$ cat src/rtl/sdma_pkg.sv
package sdma_pkg;
  parameter int unsigned SDMA_DW = 8;
  parameter int unsigned SDMA_AW = 2 * SDMA_DW;

  // control value is allowed to start a copy
  function automatic logic accept_value(input logic [SDMA_DW-1:0] v,
                                        input logic [SDMA_DW-1:0] lim);
    return v <= lim;
  endfunction

  // source address from page and byte offset
  function automatic logic [SDMA_AW-1:0] src_addr(input logic [SDMA_DW-1:0] page,
                                                  input logic [SDMA_DW-1:0] ofs);
    return {page, {SDMA_DW{1'b0}}} + {{SDMA_DW{1'b0}}, ofs};
  endfunction

  // destination address from window base and byte offset
  function automatic logic [SDMA_AW-1:0] dst_addr(input logic [SDMA_AW-1:0] base,
                                                  input logic [SDMA_DW-1:0] ofs);
    return base + {{SDMA_DW{1'b0}}, ofs};
  endfunction
endpackage

$ cat src/rtl/sdma_ctrl_reg.sv
module sdma_ctrl_reg
  import sdma_pkg::*;
#(
  parameter logic [SDMA_DW-1:0] LIMIT = 8'hE0
) (
  input  logic               clk,
  input  logic               rst_n,
  input  logic               wr,
  input  logic [SDMA_DW-1:0] wdata,
  output logic [SDMA_DW-1:0] rdata,
  output logic [SDMA_DW-1:0] page,
  output logic               start
);
  assign start = wr && accept_value(wdata, LIMIT);

  always_ff @(posedge clk) begin
    if (!rst_n) begin
      rdata <= '0;
      page  <= '0;
    end else begin
      if (wr)    rdata <= wdata;
      if (start) page  <= wdata;
    end
  end
endmodule

$ cat src/rtl/sdma_pacer.sv
module sdma_pacer #(
  parameter int CW      = 5,
  parameter int LATENCY = 7,
  parameter int STRIDE  = 4
) (
  input  logic clk,
  input  logic rst_n,
  input  logic start,
  input  logic tick,
  input  logic run,
  output logic ready
);
  localparam logic signed [CW-1:0] LOAD_V   = CW'(-LATENCY);
  localparam logic signed [CW-1:0] STRIDE_V = CW'(STRIDE);
  localparam logic signed [CW-1:0] ONE_V    = CW'(1);

  logic signed [CW-1:0] cnt_q;
  logic signed [CW-1:0] cnt_inc;

  assign cnt_inc = cnt_q + ONE_V;
  assign ready   = tick && run && (cnt_inc >= STRIDE_V);

  always_ff @(posedge clk) begin
    if (!rst_n) begin
      cnt_q <= '0;
    end else if (start) begin
      cnt_q <= LOAD_V;
    end else if (tick && run) begin
      cnt_q <= ready ? (cnt_inc - STRIDE_V) : cnt_inc;
    end
  end
endmodule

$ cat src/rtl/sdma_addr_gen.sv
module sdma_addr_gen #(
  parameter int OFS_W = 8,
  parameter int LEN   = 160
) (
  input  logic             clk,
  input  logic             rst_n,
  input  logic             start,
  input  logic             xfer,
  output logic [OFS_W-1:0] ofs,
  output logic             busy
);
  localparam int RW = $clog2(LEN + 1);

  logic [RW-1:0] left_q;

  assign busy = (left_q != '0);

  always_ff @(posedge clk) begin
    if (!rst_n) begin
      ofs    <= '0;
      left_q <= '0;
    end else if (start) begin
      ofs    <= '0;
      left_q <= RW'(LEN);
    end else if (xfer) begin
      ofs    <= ofs + OFS_W'(1);
      left_q <= left_q - RW'(1);
    end
  end
endmodule

$ cat src/rtl/sdma_engine.sv
module sdma_engine
  import sdma_pkg::*;
#(
  parameter logic [SDMA_AW-1:0] OAM_BASE = 16'hFE00,
  parameter logic [SDMA_DW-1:0] LIMIT    = 8'hE0,
  parameter int                 LEN      = 160,
  parameter int                 LATENCY  = 7,
  parameter int                 STRIDE   = 4,
  parameter int                 CW       = 5
) (
  input  logic               clk,
  input  logic               rst_n,
  input  logic               tick,
  input  logic               reg_wr,
  input  logic [SDMA_DW-1:0] reg_wdata,
  output logic [SDMA_DW-1:0] reg_rdata,
  output logic               busy,
  output logic [SDMA_AW-1:0] rd_addr,
  input  logic [SDMA_DW-1:0] rd_data,
  output logic [SDMA_AW-1:0] oam_addr,
  output logic [SDMA_DW-1:0] oam_data,
  output logic               oam_we
);
  localparam int OFS_W = SDMA_DW;

  // named internal events, visible to the bound checker
  logic               start_ev;
  logic               ready_ev;
  logic               xfer_ev;
  logic [SDMA_DW-1:0] page_q;
  logic [OFS_W-1:0]   ofs_q;

  sdma_ctrl_reg #(.LIMIT(LIMIT)) u_reg (
    .clk   (clk),
    .rst_n (rst_n),
    .wr    (reg_wr),
    .wdata (reg_wdata),
    .rdata (reg_rdata),
    .page  (page_q),
    .start (start_ev)
  );

  sdma_pacer #(.CW(CW), .LATENCY(LATENCY), .STRIDE(STRIDE)) u_pacer (
    .clk   (clk),
    .rst_n (rst_n),
    .start (start_ev),
    .tick  (tick),
    .run   (busy),
    .ready (ready_ev)
  );

  // a restart in the same cycle wins over a pending byte
  assign xfer_ev = ready_ev && !start_ev;

  sdma_addr_gen #(.OFS_W(OFS_W), .LEN(LEN)) u_addr (
    .clk   (clk),
    .rst_n (rst_n),
    .start (start_ev),
    .xfer  (xfer_ev),
    .ofs   (ofs_q),
    .busy  (busy)
  );

  assign rd_addr  = src_addr(page_q, ofs_q);
  assign oam_addr = dst_addr(OAM_BASE, ofs_q);
  assign oam_data = rd_data;
  assign oam_we   = xfer_ev;
endmodule

$ cat config.mk
export PLATFORM = sky130hd
export DESIGN_NAME = sdma_engine
export DESIGN_NICKNAME = d
export VERILOG_FILES = /design/src/rtl/sdma_pkg.sv /design/src/rtl/sdma_ctrl_reg.sv /design/src/rtl/sdma_pacer.sv /design/src/rtl/sdma_addr_gen.sv /design/src/rtl/sdma_engine.sv
export SDC_FILE = /design/constraint.sdc
export NUM_CORES = 1
export LEC_CHECK = 0
export BUFFER_PORTS_ARGS = -buffer_cell sky130_fd_sc_hd__buf_4
export CAP_MARGIN = 20
export CORE_MARGIN = 4
export CORE_UTILIZATION = 49
export DETAILED_ROUTE_END_ITERATION = 8
export GPL_ROUTABILITY_DRIVEN = 0
export PLACE_DENSITY = 0.79
export RECOVER_POWER = 50
export SLEW_MARGIN = 20
export SYNTH_ARGS = -nofsm -noshare
export SYNTH_HDL_FRONTEND = slang
export SYNTH_SLANG_ARGS = --single-unit
$ cat constraint.sdc
create_clock -name clk -period 2.97 [get_ports clk]
set_input_delay 0.297 -clock clk [delete_from_list [all_inputs] [get_ports clk]]
set_output_delay 0.297 -clock clk [all_outputs]
set_load 0.005 [all_outputs]
==> flow_summary.ini, run 1 <==
[setup_path]
startpoint_type = flop
path_buf_inv = 1
reg2reg_slack_ns = 0.49
crit_family = flip-flops
critPathRequiredTime_ns = 2.67
cp-end-kind = output pin
rr_worst_depth = 7
crit_slowest_cell = dfxtp_1
cp_max_fo = 18
r2r_end = u_addr.ofs[7]$_SDFFE_PP0P_
crit_type = reg -> out
cpPeakStageDelay_ns = 0.49
r2r_start = u_pacer.cnt_q[2]$_SDFFE_PP0P_
arrival_ns = 2.30
path_cells = nand3_1 -> xnor2_1 -> ha_1 -> a21oi_2 -> a211o_4 -> nor2_1 -> buf_4

[clock_network]
post-cts-setup-buffers = 0
ctsHoldBuffers = 0
cts_made_buffers = 5
cts_sinks = 37
cts_htree_levels = 2
ctsResizeCount = 0
cts.path.max_buffers = 2
worstSkewPairLatency_ns = 0.29
clkTransAtPathRegs_ns = 0.07
cts-root-buf = clkbuf_8
cts_tree = done

[pwr]
power_frac_comb_pct = 14.9
intPower_mw = 0.775
p_leak_nw = 0.944
power.density_nw_per_um2 = 476
p_sw_mw = 0.266
swShare_pct = 25.6
vdd_drop_max_uv = 218
p_total_mw = 1.04
clkPwrFrac_pct = 33.4
p_seq_share_pct = 51.7

[sta]
tightest_slew_ns = 0.633
finalSetupViolCount = 0
slew_violations = 0
fin_worst_skew_ns = 0.00631
grt_setup_unrepaired = no
tns_ns = 0
min_period_ns = 2.60
period_share_pct = 87.4
hold_viol = 0
slew_headroom_pct = 57.8
timing.fmax_mhz = 385

[synthesis]
synth_cells = 225
synth-async-reset-ratio_pct = 0
synth_top_area_cell = dfxtp_1
synth_top_cell_area_share_pct = 38.7
synth_edf_count = 0
syn_area_sq_um = 1910
synth_area_per_cell_sq_um = 8.50
synth_cell_type_count = 40
synth_ff_type = dfxtp_1
ys_seq_area_share_pct = 38.7
yosys_warnings = 0
ys_ff_latch = 37
synthTopCellsByArea = dfxtp_1 (39%), buf_4 (9.4%), a21oi_1 (5.2%)

[drt]
wl_per_cell_um = 12.3
dr.pass1.iters = 5
ant_nets = 0
totalWireLength_um = 3680
drtIter0Drc = 90
vias = 1552
drc = 0
via_per_inst = 5.19

[die]
core_sq_um = 3720
io_pins = 70
start_util_pct = 51.4
row_count = 22
dieArea_sq_um = 4970
floorplan.die.height_um = 70.5
dieWidth_um = 70.5

[min_path]
min_from = reg_wdata[6]
hold_class = in -> reg
hold_path_depth = 3
holdPathEnd = u_reg.rdata[6]$_SDFFE_PN0P_

[outcome]
outcome = finished, final reports clean

[global_routing]
grt_pass1_wl_um = 6140
grt_overflow = 0
grt_max_degree = 22
antenna_found_initial = 0
grt_pass1_vias = 1317
track_usage_pct = 15.4

[placed_design]
dp_hpwl_um = 2830
dp.cells = 292
io_buffers = 45

[final_layout]
antenna_cells = 0
finalNonFillerCells = 299
nets = 277
nFillCells = 351
seqCellArea_sq_um = 741
utilization_pct = 58.9
synthToLayoutAreaGrowth_pct = 14.4
drive_above_1_share_pct = 21.9
multi_input_area_sq_um = 921

[run]
drv_cap = 0
## synthesized netlist by cell type (all sizes together), types with 2 or more instances
cell type	instances
nor3	3
o221a	2
a21oi	21
nand3	9
o21ai	7
a31oi	2
nor2	19
nand2	24
dfxtp	37
mux2i	10
ha	6
and4	3
conb	2
or4	3
buf	29
o31ai	2
a21o	2
clkbuf	4
xor2	2
a211oi	4
xnor2	5
and3	2
or3	5
inv	11
## stage by stage
step | area, sq um | worst slack (ns) | hold slack [ns]
5_1_grt | 2190 | 0.184 | 0.274
2_1_floorplan | 1930 | 0.812 | 0.433
3_5_place_dp | 2110 | 0.517 | 0.452
6_report | 2190 | 0.374 | 0.265
3_3_place_gp | 2110 | 0.605 | 0.445
4_1_cts | 2200 | 0.361 | 0.266
## worst max-delay path by stage
stage	from	to	depth (start not counted)
finish	u_pacer.cnt_q[2]$_SDFFE_PP0P_	oam_we	7
global route	u_pacer.cnt_q[2]$_SDFFE_PP0P_	oam_we	7
CTS	u_pacer.cnt_q[2]$_SDFFE_PP0P_	oam_we	7
detailed placement	u_pacer.cnt_q[2]$_SDFFE_PP0P_	u_addr.ofs[7]$_SDFFE_PP0P_	7
global placement	u_pacer.cnt_q[2]$_SDFFE_PP0P_	u_addr.ofs[7]$_SDFFE_PP0P_	7
floorplan	u_pacer.cnt_q[2]$_SDFFE_PP0P_	u_addr.ofs[7]$_SDFFE_PP0P_	8
## flip-flops by register name, indices dropped and copies added (netlist names)
register and flops:
u_addr.left_q 8, u_pacer.cnt_q 5, u_reg.rdata 8, u_addr.ofs 8, u_reg.page 8
## power by group through the flow
stage	registers [mW]	clock network, mW	logic [mW]
detailed placement	0.550	0	0.158
finish	0.539	0.348	0.155
floorplan	0.547	0	0.121
global route	0.543	0.380	0.173
global placement	0.549	0	0.155
CTS	0.539	0.358	0.159
## layer usage
layer	global-route usage, %	wire length [um]	vias up
li1	-	-	801
met1	19.0	1580	718
met2	25.1	1900	31
met3	4.75	185	2
met4	5.53	17	0
met5	0	0	-
## layout make-up
class	instances	area share (%)
multi-input cells	150	42.1
clock buffers	6	3.78
clock inverters	1	0.343
well taps	48	2.75
repair buffers	46	15.3
inverters	11	1.89
flip-flops and latches	37	33.9
## worst reg2reg max path, cell delays in order (launching register included)
cell and delay, ns:
dfxtp_1 0.49, nand3_1 0.13, xnor2_1 0.40, ha_1 0.24, a21oi_2 0.08, a211o_4 0.41, or4_1 0.52, a21oi_1 0.15
## cell usage in the layout (no fill, tap or decap), drive strengths merged, types with 2 or more instances in the layout
cell / n
or4: 3
a21o: 2
nor2: 19
and4: 3
clkbuf: 30
buf: 22
conb: 8
o221a: 2
inv: 11
a21oi: 21
nor3: 3
mux2i: 10
dfxtp: 37
nand3: 9
or3: 5
xor2: 2
nand2: 24
o21ai: 7
and3: 2
o31ai: 2
a31oi: 2
xnor2: 5
ha: 6
a211oi: 4
## kinds of logic after synthesis
kind of cell | count (synthesis) | share of synthesized area (%)
AOI/OAI and AO/OA | 46 | 15.6
other | 2 | 0.393
xor gates and xnor gates | 7 | 3.60
muxes | 10 | 5.24
DFF | 37 | 38.7
adders and majority gates | 6 | 3.93
buffers and inverters | 44 | 14.3
and+or+nand+nor | 73 | 18.3
(Power assumes the default switching activity.)
==> run 2, diff against run 1 <==
--- a/config.mk
+++ b/config.mk
@@ -15,3 +15,2 @@
 export RECOVER_POWER = 50
-export SLEW_MARGIN = 20
 export SYNTH_ARGS = -nofsm -noshare
--- a/constraint.sdc
+++ b/constraint.sdc
@@ -3,2 +3,2 @@
 set_output_delay 0.297 -clock clk [all_outputs]
-set_load 0.005 [all_outputs]
+set_load 0.02 [all_outputs]
==> run 2 against run 1 <==
Effect of this change: cell area down 2.4%; global-route usage up 0.49 points; sequential cell count unchanged; clock skew is 0.0043 ns lower; fmax rose by 0.30%; die area unchanged; total power is 11% higher; non-clock buffer count unchanged; sequential power hardly changed; largest cell class unchanged; largest power group unchanged.
==> flow_summary.ini, run 2 (synthesized netlist as in run 1, its figures left out) <==
[sta]
grt_setup_unrepaired = no
fin_worst_skew_ns = 0.00198
finalSetupViolCount = 0
period_share_pct = 87.1
timing.fmax_mhz = 386
tightest_slew_ns = 0.637
hold_viol = 0
slew_violations = 0
min_period_ns = 2.59
tns_ns = 0
slew_headroom_pct = 57.5

[pwr]
intPower_mw = 0.857
p_sw_mw = 0.302
power.density_nw_per_um2 = 543
swShare_pct = 26.1
power_frac_comb_pct = 15.0
p_leak_nw = 0.883
clkPwrFrac_pct = 38.6
p_seq_share_pct = 46.4
vdd_drop_max_uv = 335

[die]
start_util_pct = 51.4
dieArea_sq_um = 4970
floorplan.die.height_um = 70.5
dieWidth_um = 70.5
row_count = 22
core_sq_um = 3720
io_pins = 70

[placed_design]
dp.cells = 292
io_buffers = 45
dp_hpwl_um = 2820

[run]
drv_cap = 0

[clock_network]
cts_tree = done
cts.path.max_buffers = 2
ctsResizeCount = 0
cts_made_buffers = 5
ctsHoldBuffers = 0
post-cts-setup-buffers = 0
worstSkewPairLatency_ns = 0.28
cts_htree_levels = 2
cts-root-buf = clkbuf_8
cts_sinks = 37
clkTransAtPathRegs_ns = 0.07

[global_routing]
track_usage_pct = 15.9
grt_overflow = 0
grt_pass1_wl_um = 6310
grt_pass1_vias = 1343
grt_max_degree = 22
antenna_found_initial = 0

[final_layout]
layout_common_cells = dfxtp_1 (37), clkbuf_1 (25), nand2_1 (24)
nets = 277
drive_above_1_share_pct = 13.5
finalNonFillerCells = 300
antenna_cells = 0
nFillCells = 377
synthToLayoutAreaGrowth_pct = 11.6
layout_commonest_cell = dfxtp_1

[drt]
drc = 0
wl_per_cell_um = 12.9
totalWireLength_um = 3860
drtIter0Drc = 74
vias = 1578
via_per_inst = 5.26
dr.pass1.iters = 4
ant_nets = 0

[setup_path]
startpoint_type = flop
critPathRequiredTime_ns = 2.67
cp-end-kind = output pin
crit_type = reg -> out
cp_max_fo = 18
arrival_ns = 2.29

[outcome]
outcome = finished, final reports clean

[min_path]
hold_class = in -> reg
-- run 2: final cells by class --
type | count | area [sq um] | share of cell area (%)
multi-input combinational | 150 | 921 | 43.1
sequential | 37 | 741 | 34.7
timing repair buffer | 46 | 255 | 12.0
clock buffer | 7 | 86.3 | 4.04
tap | 48 | 60.1 | 2.81
inverter | 11 | 41.3 | 1.93
clock inverter | 1 | 30.0 | 1.41
-- run 2: worst paths after layout --
check	depth (start not counted)	slack [ns]	endpoint	start
max	7	0.38	oam_we	u_pacer.cnt_q[2]$_SDFFE_PP0P_
min	3	0.27	u_reg.rdata[4]$_SDFFE_PN0P_	reg_wdata[4]
max reg2reg	7	0.51	u_addr.ofs[7]$_SDFFE_PP0P_	u_pacer.cnt_q[2]$_SDFFE_PP0P_
min reg2reg	2	0.46	u_reg.page[1]$_SDFFE_PN0P_	u_reg.page[1]$_SDFFE_PN0P_
-- run 2: critical path, stage by stage (launching register included) --
cell and delay [ns]:
dfxtp_1 0.48, nand3_1 0.13, xnor2_1 0.39, ha_1 0.24, a21oi_2 0.08, a211o_4 0.41
nor2_1 0.12, buf_4 0.15
-- run 2: power groups by stage --
stage / clock network [mW] / logic [mW] / registers [mW]
2_1_floorplan: 0 / 0.139 / 0.562
3_3_place_gp: 0 / 0.181 / 0.549
3_5_place_dp: 0 / 0.185 / 0.550
4_1_cts: 0.456 / 0.186 / 0.538
5_1_grt: 0.483 / 0.192 / 0.542
6_report: 0.448 / 0.173 / 0.538
-- run 2: through the flow --
stage	hold slack [ns]	util, %	setup slack (ns)	instance area (sq um)	power [mW]
after floorplan	0.433	-	0.735	1930	0.701
after global placement	0.445	56.7	0.605	2110	0.730
after detailed placement	0.449	56.7	0.527	2110	0.735
after CTS	0.261	59.9	0.372	2220	1.18
after global routing	0.261	57.4	0.140	2130	1.22
final	0.266	57.4	0.382	2130	1.16
-- run 2: routing by layer --
layer	wire, um	global-route usage [%]	vias to the layer above
met2	1880	25.8	33
met1	1710	19.7	743
met3	205	5.04	6
li1	-	-	796
met5	0	0	-
met4	57	5.32	0
